`src/rtl/sfc_fe_pkg.sv`:
```
// Shared constants for the flash controller front-end: register indices,
// interrupt bit positions and status word field positions.
package sfc_fe_pkg;
    localparam int REG_W  = 32;
    localparam int NIRQ   = 8;

    typedef enum logic [2:0] {
        RA_MASK    = 3'd0,
        RA_CLEAR   = 3'd1,
        RA_RAW     = 3'd2,
        RA_STATUS  = 3'd3,
        RA_RECOVER = 3'd4,
        RA_DATA    = 3'd5
    } reg_idx_e;

    // raw interrupt bit positions
    localparam int IRQ_RXFULL   = 0;
    localparam int IRQ_RXUNDER  = 1;
    localparam int IRQ_TXOVER   = 2;
    localparam int IRQ_TXEMPTY  = 3;
    localparam int IRQ_XFERDONE = 4;
    localparam int IRQ_BUSERR   = 5;
    localparam int IRQ_SERERR   = 6;
    localparam int IRQ_DMADONE  = 7;

    // status word positions
    localparam int ST_TXFULL  = 0;
    localparam int ST_TXEMPTY = 1;
    localparam int ST_RXEMPTY = 2;
    localparam int ST_RXFULL  = 3;
    localparam int ST_TXLVL   = 8;
    localparam int ST_RXLVL   = 16;
    localparam int ST_LVL_W   = 5;
endpackage

```
`src/rtl/word_fifo.sv`:
```
// Synchronous FIFO of W-bit words.
// Assumes DEPTH is a power of two. A push while full and a pop while empty
// are ignored. head reads 0 when empty. flush empties the FIFO in one cycle.
module word_fifo #(
    parameter int W     = 32,
    parameter int DEPTH = 16
) (
    input  logic                         clk,
    input  logic                         rst_n,
    input  logic                         flush,
    input  logic                         push,
    input  logic [W-1:0]                 push_data,
    input  logic                         pop,
    output logic [W-1:0]                 head,
    output logic [$clog2(DEPTH+1)-1:0]   level,
    output logic                         full,
    output logic                         empty
);
    localparam int AW = $clog2(DEPTH);
    localparam int LW = $clog2(DEPTH+1);

    logic [W-1:0]  mem [DEPTH];
    logic [AW-1:0] wptr, rptr;
    logic [LW-1:0] cnt;
    logic          do_push, do_pop;

    assign full    = (cnt == LW'(DEPTH));
    assign empty   = (cnt == '0);
    assign do_push = push && !full;
    assign do_pop  = pop && !empty;
    assign level   = cnt;
    assign head    = empty ? '0 : mem[rptr];

    // storage write, no reset needed on the array
    always_ff @(posedge clk) begin
        if (do_push && !flush)
            mem[wptr] <= push_data;
    end

    // pointer and occupancy bookkeeping
    always_ff @(posedge clk) begin
        if (!rst_n || flush) begin
            wptr <= '0;
            rptr <= '0;
            cnt  <= '0;
        end else begin
            if (do_push) wptr <= wptr + 1'b1;
            if (do_pop)  rptr <= rptr + 1'b1;
            cnt <= cnt + LW'(do_push) - LW'(do_pop);
        end
    end

    a_r3_level_bound: assert property (@(posedge clk) disable iff (!rst_n)
        cnt <= LW'(DEPTH));
    a_r3_full_holds: assert property (@(posedge clk) disable iff (!rst_n)
        (full && push && !pop && !flush) |=> full);
    a_r10_empty_pop: assert property (@(posedge clk) disable iff (!rst_n)
        (empty && pop && !push) |=> empty);
endmodule

```
`src/rtl/irq_bank.sv`:
```
// Raw interrupt register with write-one-to-clear and a mask.
// Assumes set and clear vectors are single-cycle strobes; set wins over clear.
module irq_bank #(
    parameter int N = 8
) (
    input  logic         clk,
    input  logic         rst_n,
    input  logic         flush,
    input  logic [N-1:0] set_i,
    input  logic [N-1:0] clr_i,
    input  logic         mask_we,
    input  logic [N-1:0] mask_wdata,
    output logic [N-1:0] raw_o,
    output logic [N-1:0] mask_o,
    output logic         irq_o
);
    logic [N-1:0] raw, mask;

    // raw bits: flush clears, then clear-by-one, then set has priority
    always_ff @(posedge clk) begin
        if (!rst_n || flush) raw <= '0;
        else                 raw <= (raw & ~clr_i) | set_i;
    end

    // mask register, kept across soft reset
    always_ff @(posedge clk) begin
        if (!rst_n)       mask <= '0;
        else if (mask_we) mask <= mask_wdata;
    end

    assign raw_o  = raw;
    assign mask_o = mask;
    assign irq_o  = |(raw & mask);

    a_r7_set_wins: assert property (@(posedge clk) disable iff (!rst_n)
        (!flush && set_i != '0) |=> ((raw & $past(set_i)) == $past(set_i)));
    a_r7_clear_works: assert property (@(posedge clk) disable iff (!rst_n)
        (clr_i != '0) |=> ((raw & $past(clr_i & ~set_i)) == '0));
    a_r8_no_mask_quiet: assert property (@(posedge clk) disable iff (!rst_n)
        (mask == '0) |-> !irq_o);
endmodule

```
`src/rtl/soft_rst_seq.sv`:
```
// Self-clearing soft reset sequencer: busy is high for CYCLES cycles after start.
// Assumes start is ignored while busy.
module soft_rst_seq #(
    parameter int CYCLES = 4
) (
    input  logic clk,
    input  logic rst_n,
    input  logic start,
    output logic busy
);
    localparam int CW = $clog2(CYCLES) + 1;
    logic [CW-1:0] cnt;

    // count down the reset window
    always_ff @(posedge clk) begin
        if (!rst_n) begin
            busy <= 1'b0;
            cnt  <= '0;
        end else if (!busy) begin
            if (start) begin
                busy <= 1'b1;
                cnt  <= CW'(CYCLES - 1);
            end
        end else if (cnt == '0) begin
            busy <= 1'b0;
        end else begin
            cnt <= cnt - 1'b1;
        end
    end

    a_r9_start_cause: assert property (@(posedge clk) disable iff (!rst_n)
        $rose(busy) |-> $past(start));
endmodule

```
`src/rtl/sfc_fifo_front.sv`:
```
// Host register front-end of a serial flash controller: TX/RX word FIFOs behind
// one data register, status word, raw/mask/clear interrupts and soft reset.
// Assumes one register access per cycle; read data appears one cycle after reg_rd.
module sfc_fifo_front
    import sfc_fe_pkg::*;
#(
    parameter int FIFO_DEPTH = 16,
    parameter int RST_CYCLES = 4
) (
    input  logic             clk,
    input  logic             rst_n,
    input  logic             reg_wr,
    input  logic             reg_rd,
    input  logic [2:0]       reg_addr,
    input  logic [REG_W-1:0] reg_wdata,
    output logic [REG_W-1:0] reg_rdata,
    output logic             irq,
    input  logic             sh_tx_pop,
    output logic [REG_W-1:0] sh_tx_data,
    input  logic             sh_rx_push,
    input  logic [REG_W-1:0] sh_rx_data,
    input  logic             ev_xfer_done,
    input  logic             ev_bus_err,
    input  logic             ev_serial_err,
    input  logic             ev_dma_done
);
    localparam int LVL_W = $clog2(FIFO_DEPTH + 1);

    logic             busy, rst_start;
    logic             wr_data, rd_data;
    logic [LVL_W-1:0] tx_level, rx_level;
    logic             tx_full, tx_empty, rx_full, rx_empty;
    logic [REG_W-1:0] rx_head;
    logic [NIRQ-1:0]  irq_set, irq_clr, raw, mask;
    logic [REG_W-1:0] status;
    logic             unused_wdata;

    assign unused_wdata = ^reg_wdata[REG_W-1:NIRQ];

    assign wr_data   = reg_wr && (reg_addr == RA_DATA) && !busy;
    assign rd_data   = reg_rd && (reg_addr == RA_DATA) && !busy;
    assign rst_start = reg_wr && (reg_addr == RA_RECOVER) && reg_wdata[0];

    soft_rst_seq #(.CYCLES(RST_CYCLES)) u_rst (
        .clk(clk), .rst_n(rst_n), .start(rst_start), .busy(busy)
    );

    word_fifo #(.W(REG_W), .DEPTH(FIFO_DEPTH)) u_txq (
        .clk(clk), .rst_n(rst_n), .flush(busy),
        .push(wr_data), .push_data(reg_wdata), .pop(sh_tx_pop),
        .head(sh_tx_data), .level(tx_level), .full(tx_full), .empty(tx_empty)
    );

    word_fifo #(.W(REG_W), .DEPTH(FIFO_DEPTH)) u_rxq (
        .clk(clk), .rst_n(rst_n), .flush(busy),
        .push(sh_rx_push), .push_data(sh_rx_data), .pop(rd_data),
        .head(rx_head), .level(rx_level), .full(rx_full), .empty(rx_empty)
    );

    // interrupt event sources
    always_comb begin
        irq_set               = '0;
        irq_set[IRQ_RXFULL]   = sh_rx_push && (rx_level == LVL_W'(FIFO_DEPTH - 1))
                                && !(rd_data && !rx_empty);
        irq_set[IRQ_RXUNDER]  = rd_data && rx_empty;
        irq_set[IRQ_TXOVER]   = wr_data && tx_full;
        irq_set[IRQ_TXEMPTY]  = sh_tx_pop && (tx_level == LVL_W'(1)) && !wr_data;
        irq_set[IRQ_XFERDONE] = ev_xfer_done;
        irq_set[IRQ_BUSERR]   = ev_bus_err;
        irq_set[IRQ_SERERR]   = ev_serial_err;
        irq_set[IRQ_DMADONE]  = ev_dma_done;
    end

    assign irq_clr = (reg_wr && reg_addr == RA_CLEAR) ? reg_wdata[NIRQ-1:0] : '0;

    irq_bank #(.N(NIRQ)) u_irq (
        .clk(clk), .rst_n(rst_n), .flush(busy),
        .set_i(irq_set), .clr_i(irq_clr),
        .mask_we(reg_wr && reg_addr == RA_MASK), .mask_wdata(reg_wdata[NIRQ-1:0]),
        .raw_o(raw), .mask_o(mask), .irq_o(irq)
    );

    // pack FIFO levels and flags into the status word
    always_comb begin
        status                               = '0;
        status[ST_TXFULL]                    = tx_full;
        status[ST_TXEMPTY]                   = tx_empty;
        status[ST_RXEMPTY]                   = rx_empty;
        status[ST_RXFULL]                    = rx_full;
        status[ST_TXLVL +: ST_LVL_W]         = ST_LVL_W'(tx_level);
        status[ST_RXLVL +: ST_LVL_W]         = ST_LVL_W'(rx_level);
    end

    // registered read mux
    always_ff @(posedge clk) begin
        if (!rst_n) begin
            reg_rdata <= '0;
        end else if (reg_rd) begin
            case (reg_addr)
                RA_MASK:    reg_rdata <= REG_W'(mask);
                RA_RAW:     reg_rdata <= REG_W'(raw);
                RA_STATUS:  reg_rdata <= status;
                RA_RECOVER: reg_rdata <= REG_W'(busy);
                RA_DATA:    reg_rdata <= busy ? '0 : rx_head;
                default:    reg_rdata <= '0;
            endcase
        end
    end

    a_r3_overflow_flag: assert property (@(posedge clk) disable iff (!rst_n)
        (wr_data && tx_full) |=> raw[IRQ_TXOVER]);
    a_r4_underflow_flag: assert property (@(posedge clk) disable iff (!rst_n)
        (rd_data && rx_empty) |=> (raw[IRQ_RXUNDER] && reg_rdata == '0));
    a_r9_flush_empties: assert property (@(posedge clk) disable iff (!rst_n)
        busy |=> (tx_empty && rx_empty));
    a_r9_flush_raw: assert property (@(posedge clk) disable iff (!rst_n)
        busy |=> (raw == '0));
endmodule

```
`config.mk`:
```
export PLATFORM = sky130hd
export DESIGN_NAME = sfc_fifo_front
export DESIGN_NICKNAME = d
export VERILOG_FILES = /design/src/rtl/sfc_fe_pkg.sv /design/src/rtl/word_fifo.sv /design/src/rtl/irq_bank.sv /design/src/rtl/soft_rst_seq.sv /design/src/rtl/sfc_fifo_front.sv
export SDC_FILE = /design/constraint.sdc
export NUM_CORES = 1
export LEC_CHECK = 0
export ABC_AREA = 1
export BUFFER_PORTS_ARGS = -buffer_cell sky130_fd_sc_hd__buf_2
export CORE_ASPECT_RATIO = 1.75
export CORE_MARGIN = 2
export CORE_UTILIZATION = 55
export CTS_CLUSTER_DIAMETER = 60
export DETAILED_ROUTE_END_ITERATION = 16
export PLACE_DENSITY = 0.72
export RECOVER_POWER = 50
export SLEW_MARGIN = 30
export SYNTH_ARGS = -nofsm -noshare
export SYNTH_HDL_FRONTEND = slang
export SYNTH_SLANG_ARGS = --single-unit
```
`constraint.sdc`:
```
create_clock -name clk -period 9.35 [get_ports clk]
set_input_delay 0.935 -clock clk [delete_from_list [all_inputs] [get_ports clk]]
set_output_delay 0.935 -clock clk [all_outputs]
set_load 0.1 [all_outputs]
```
* Yosys cells after proc, flatten, opt, wreduce, memory -nomap -nowiden
Memories as Yosys holds them, arrays and structs flattened. A register that Yosys moved wholly into a read port is not among the register bits.
Index checks and enable logic that the tools add are counted.
** Operators by class
- Equality and inequality tests :: 10
- Muxes and demuxes :: 19
- Reductions and logical operators :: 36
- Add/sub/neg operators :: 9
- Bitwise operators :: 4
** Operators by type and width (number)
- 32-bit one-hot mux with 5 select lines :: 1
- 32-bit two-way mux :: 3
- 1-bit logical AND :: 20
- 4-bit by 1-bit adder with 4-bit output, second input constant :: 4
- 8-bit AND :: 2
- 4-bit two-way mux :: 4
- 5-bit by 1-bit adder with 5-bit output :: 2
- 5-bit equality test, second input constant :: 2
- 5-bit zero test :: 2
- 5-bit by 1-bit subtractor with 5-bit output :: 2
- 3-bit two-way mux :: 3
- 1-bit zero test :: 8
- 8-bit two-way mux :: 1
- 8-bit NOT :: 1
- 8-bit bitwise OR :: 1
- 8-bit OR reduction :: 1
- 1-bit two-way mux :: 7
- 3-bit by 2-bit equality test with 1-bit output, second input constant :: 2
- 3-bit equality test, second input constant :: 2
- 3-bit zero test :: 2
- 5-bit by 1-bit equality test with 1-bit output, second input constant :: 1
- 5-bit by 4-bit equality test with 1-bit output, second input constant :: 1
- 3-bit by 1-bit equality test with 1-bit output, second input constant :: 1
- 3-bit by 1-bit subtractor with 3-bit output, second input constant :: 1
- 4 further kinds :: 4
** Storage, ports and cells
- Input port bits :: 77
- RAM bits :: 1024
- Memories :: 2
- Bits in registers :: 78
** Memories
- u_rxq.mem :: depth 16, width 32, rd ports 1, clocked after memory_dff 1, wr ports 1, line word_fifo.sv:22 : logic [W-1:0] mem [DEPTH];
- u_txq.mem :: depth 16, width 32, rd ports 1, clocked after memory_dff 1, wr ports 1, line word_fifo.sv:22

* Depth between registers and ports, before layout
- Word-level depth :: 7
- Depth in mapped cells :: 16
- Mapped depth without buffers :: 16

* Hierarchy
A second synthesis with hierarchy kept.
** Unflattened totals
- Cells, all modules :: 3981
- Area total of the unflattened synthesis :: 45479.9 um^2
** By module, submodules not included
- word_fifo at u_txq :: times used 1, cells an instance 1800, area each 21519.4 um^2
- word_fifo at u_rxq :: times used 1, cells an instance 1800, area each 21470.6 um^2
- sfc_fifo_front :: times used 1, cells an instance 273, area each 1697.9 um^2
- irq_bank :: times used 1, cells an instance 82, area each 590.6 um^2
- soft_rst_seq :: times used 1, cells an instance 26, area each 201.4 um^2

* Worst setup path before layout
No wires, ideal clock.
- Kind :: register -> output
- Start point :: register (tool-made name)
- End point :: output port sh_tx_data[12]
- Setup slack :: 5.627 ns
- Arrival time :: 2.788 ns
- Cell stages (with the launch flop) :: 11
- Data required time :: 8.415 ns
- Path buffers :: 3
- Path through :: dfxtp_1 -> buf_4 -> inv_2 -> buf_2 -> clkbuf_1 -> o21ai_0 -> o22ai_1 -> nor2_1 -> nor2_1 -> o21ai_0 -> a21oi_1
** RTL lines
- end: declaration :: line sfc_fifo_front.sv:19 : output logic [REG_W-1:0] sh_tx_data,

==> results.md <==
* CP peak stage delay at 0.77 ns
* Warnings, synthesis at 0
* Post-detail-place hpwl at between 50000 and 60000 um
* CP max stage cell: buf_4
* GRT overflow at 0
* Hold Crit Class: reg -> reg
* Power share of the combinational group at around a fifth
* Residual DRC at 0
* Post-layout min period at 5.189 ns
* Clk pin slew, worst setup/hold paths at 0.07 ns
* Worst path bufs/invs at 3
* Highest metal used: met5
* Clock power frac at 33.2%
* Starting density of the core at 55.35%
* Post-synthesis async set-or-reset flop share at 0%
* DRT Wirelength at 112700 um
* Vias in the first global route at between 20000 and 30000
* Setup TNS at 0 ns
* Die width at 219.1 um
* Yosys top cell by area: edfxtp_1
* Routed WL per cell at 22.84 um
* Type of origin of the critical path: flip-flop
* Met2 wire length at 57200 um
* DR pass1 iterations at 6
* Switching Power at 3.656 mW
* Post-cts gate resize count at 0
* Metal-1 WL at between 40000 and 50000 um
* Internal power at ~8 mW
* Post-synth cell types at 28
* Final setup violation count at 0
* GP Congestion at just over 0.8
* Post-synth top flop: edfxtp_1
* Final instance area at 49310 um2
* CTS sink count at 1110
* Flops & latches, synth at 1110
* DIE AREA at 83350 um2
* H-tree depth reported by CTS at 3
* Clk_skew at 0.03013 ns
* WS Path Type: reg -> out
* Top Ports at between 100 and 150
* Synthesized area at 44530 um2
* Failing checks: max-capacitance violations, max-slew violations
* TritonCTS clock tree: done
* Total GRT Usage at 26.84%
* RSZ-0062 raised after global routing: false
* Fmax at 0.1927 GHz
* Pwr/cell area at 241.0 nW/um2
* WP data required at 8.42 ns
* Core Region at 80460 um2
* Slew HR at -14.76%
* Max-Cap Viols at 1
* Ranking of synthesized cells by area: edfxtp_1 (69%), nand2_1 (4.6%), o21ai_0 (4.5%)
* Sw Share at 30.78%
* Compound-gate portion of the synthesized area at around a tenth
* Leak at 17.12 nW
* Vias per cell at 5.960
* XOR/XNOR share of the synthesized area at 0.07867%
* Cts hold-fix bufs at 0
* Post-CTS setup buffers at 0
* Post-route ant nets at 0
* CTS Buffer Depth at 3
* Slew Viols, Final at 38
* VDD IR-drop max at 0.0002440 V
* Commonest non-fill, non-tap cell in the layout: edfxtp_1
* Synthesized Nets at approximately 3800
* Fin crit share at 55.50%
* Worst slew pin tran at 1.721 ns
* DR iter-0 viols at around 3200
* Multi-input gate area at 10370 um2
* Largest family of logic cells by synthesized area: simple AND/OR/NAND/NOR gates
* Filler Cell Count at slightly above 6000
* DP Area at 46300 um2
* Root Driver: clkbuf_16
* Outcome: finished, violations left
* Reg area at 32490 um2
* Number of synthesized flops with an enable pin at 1024
* Vias at 29410
* Flop pwr share at 47.4%
* Hold_sp: u_rxq.rptr[3]
* Port Buffers at approximately 140
* Area share of the largest cell type after synthesis at between 60% and 70%
* Initial antenna violation count at 16
* CP Data Arrival Time at 4.25 ns
* Largest net degree at the start of global routing at 154
* Cells after Synth at 3726
* Crit-path max FO at 80
* Critical Path End Type: output pin
* Cts bufs inserted at 96
* Die height at 380.4 um
* Nets at 3899
* Sequential fraction of the synthesis area at 72.92%
* Adder-cell area share of the yosys netlist at 0.7642%
* FP Rows at between 100 and 150
* Commonest non-fill, non-tap cells in the layout: edfxtp_1 (1024), nand2_1 (545), nor2_1 (478)
* Share of cells above drive strength 1 at about 7.3%
* Area grow syn2layout at 10.72%
* CP cell instances: clkinv_2 > buf_4 > o21ai_0 > o22ai_1 > nor2_1 > nor2_1 > o21ai_0 > a21oi_1 > buf_2
* First-pass GRT wire length at around 170000 um
* Hold Fails Final Rpt at 0
* Synthesized area per cell at 11.95 um2
* Simple-gate share of the synthesized area at around an eighth
* Multiplexer area fraction after synthesis at 0%
* WL met3 at 9473 um
* CP delay by family, top: buffers and inverters
* Clk_lat worst skew at 0.69 ns
per-stage QoR:
| stage | instances | util, % | setup slack (ns) | total power, mW | hold WS (ns) |
|---|---|---|---|---|---|
| 2_1_floorplan | 3726 | - | 5.627 | 7.446 | 0.4122 |
| 3_3_place_gp | 4748 | 57.54 | 4.699 | 7.974 | 0.4130 |
| 3_5_place_dp | 4748 | 57.54 | 4.666 | 8.027 | 0.4195 |
| 4_1_cts | 4929 | 61.40 | 3.914 | 11.91 | 0.4287 |
| 5_1_grt | 4930 | 61.27 | 3.934 | 12.27 | 0.4455 |
| 6_report | 4934 | 61.28 | 4.161 | 11.88 | 0.4330 |
sequential cells by signal, summed over array words and instances, names as in the netlist, named ones only:
name	cells
u_rxq.mem	512
u_txq.mem	512
reg_rdata	32
u_irq.mask_o	8
u_irq.raw_o	8
u_rxq.level	5
u_txq.level	5
u_rxq.rptr	4
u_rxq.wptr	4
u_txq.rptr	4
u_txq.wptr	4
u_rst.cnt	3
u_rst.busy	1
synth_stat cells, types with 8 or more instances:
library cell and instances:
a21oi_1 109, buf_1 32, buf_2 61, buf_4 8
clkbuf_1 124, dfxtp_1 86, edfxtp_1 1024, ha_1 24
inv_1 253, nand2_1 545, nand3_1 305, nor2_1 510
o211ai_1 49, o21ai_0 402, o21ai_1 16, o221ai_1 96
o22ai_1 51
metal layers:
metal / vias up / track usage (%)
met5: - / 0
met4: 16 / 12.71
met3: 297 / 4.524
met2: 1364 / 46.20
met1: 14360 / 32.81
li1: 13370 / -
logic make-up (layout without fill, tap and decap cells):
| group | count (synthesis) | count (layout) |
|---|---|---|
| fa+ha+maj | 26 | 26 |
| flops | 1110 | 1110 |
| other cells | 0 | 5 |
| buf+inv | 487 | 640 |
| xor+xnor | 4 | 4 |
| compound gates | 727 | 727 |
| simple gates | 1372 | 1372 |
path summary, 6_finish.rpt:
path	endpoint	slack (ns)	cells after the start
min reg2reg	flip-flop	0.43	1
max reg2reg	reg_rdata[11]	5.72	13
min	flip-flop	0.43	1
max	sh_tx_data[4]	4.16	9
power by group through the flow:
| stage | clock network, mW | logic (mW) | registers (mW) |
|---|---|---|---|
| 2_1_floorplan | 0 | 1.73 | 5.72 |
| 3_3_place_gp | 0 | 2.24 | 5.73 |
| 3_5_place_dp | 0 | 2.29 | 5.74 |
| 4_1_cts | 3.98 | 2.30 | 5.63 |
| 5_1_grt | 4.16 | 2.46 | 5.65 |
| 6_report | 3.94 | 2.30 | 5.63 |
cell type report:
cell class,instances,share of cell area [%]
antenna,5,0.02538
clock buffer,138,5.425
clock inverter,43,0.8831
inverter,261,2.020
multi-input combinational,2129,21.02
sequential,1110,65.89
tap,1050,2.664
timing repair buffer,198,2.066
Power figures use the tool's default switching activity.
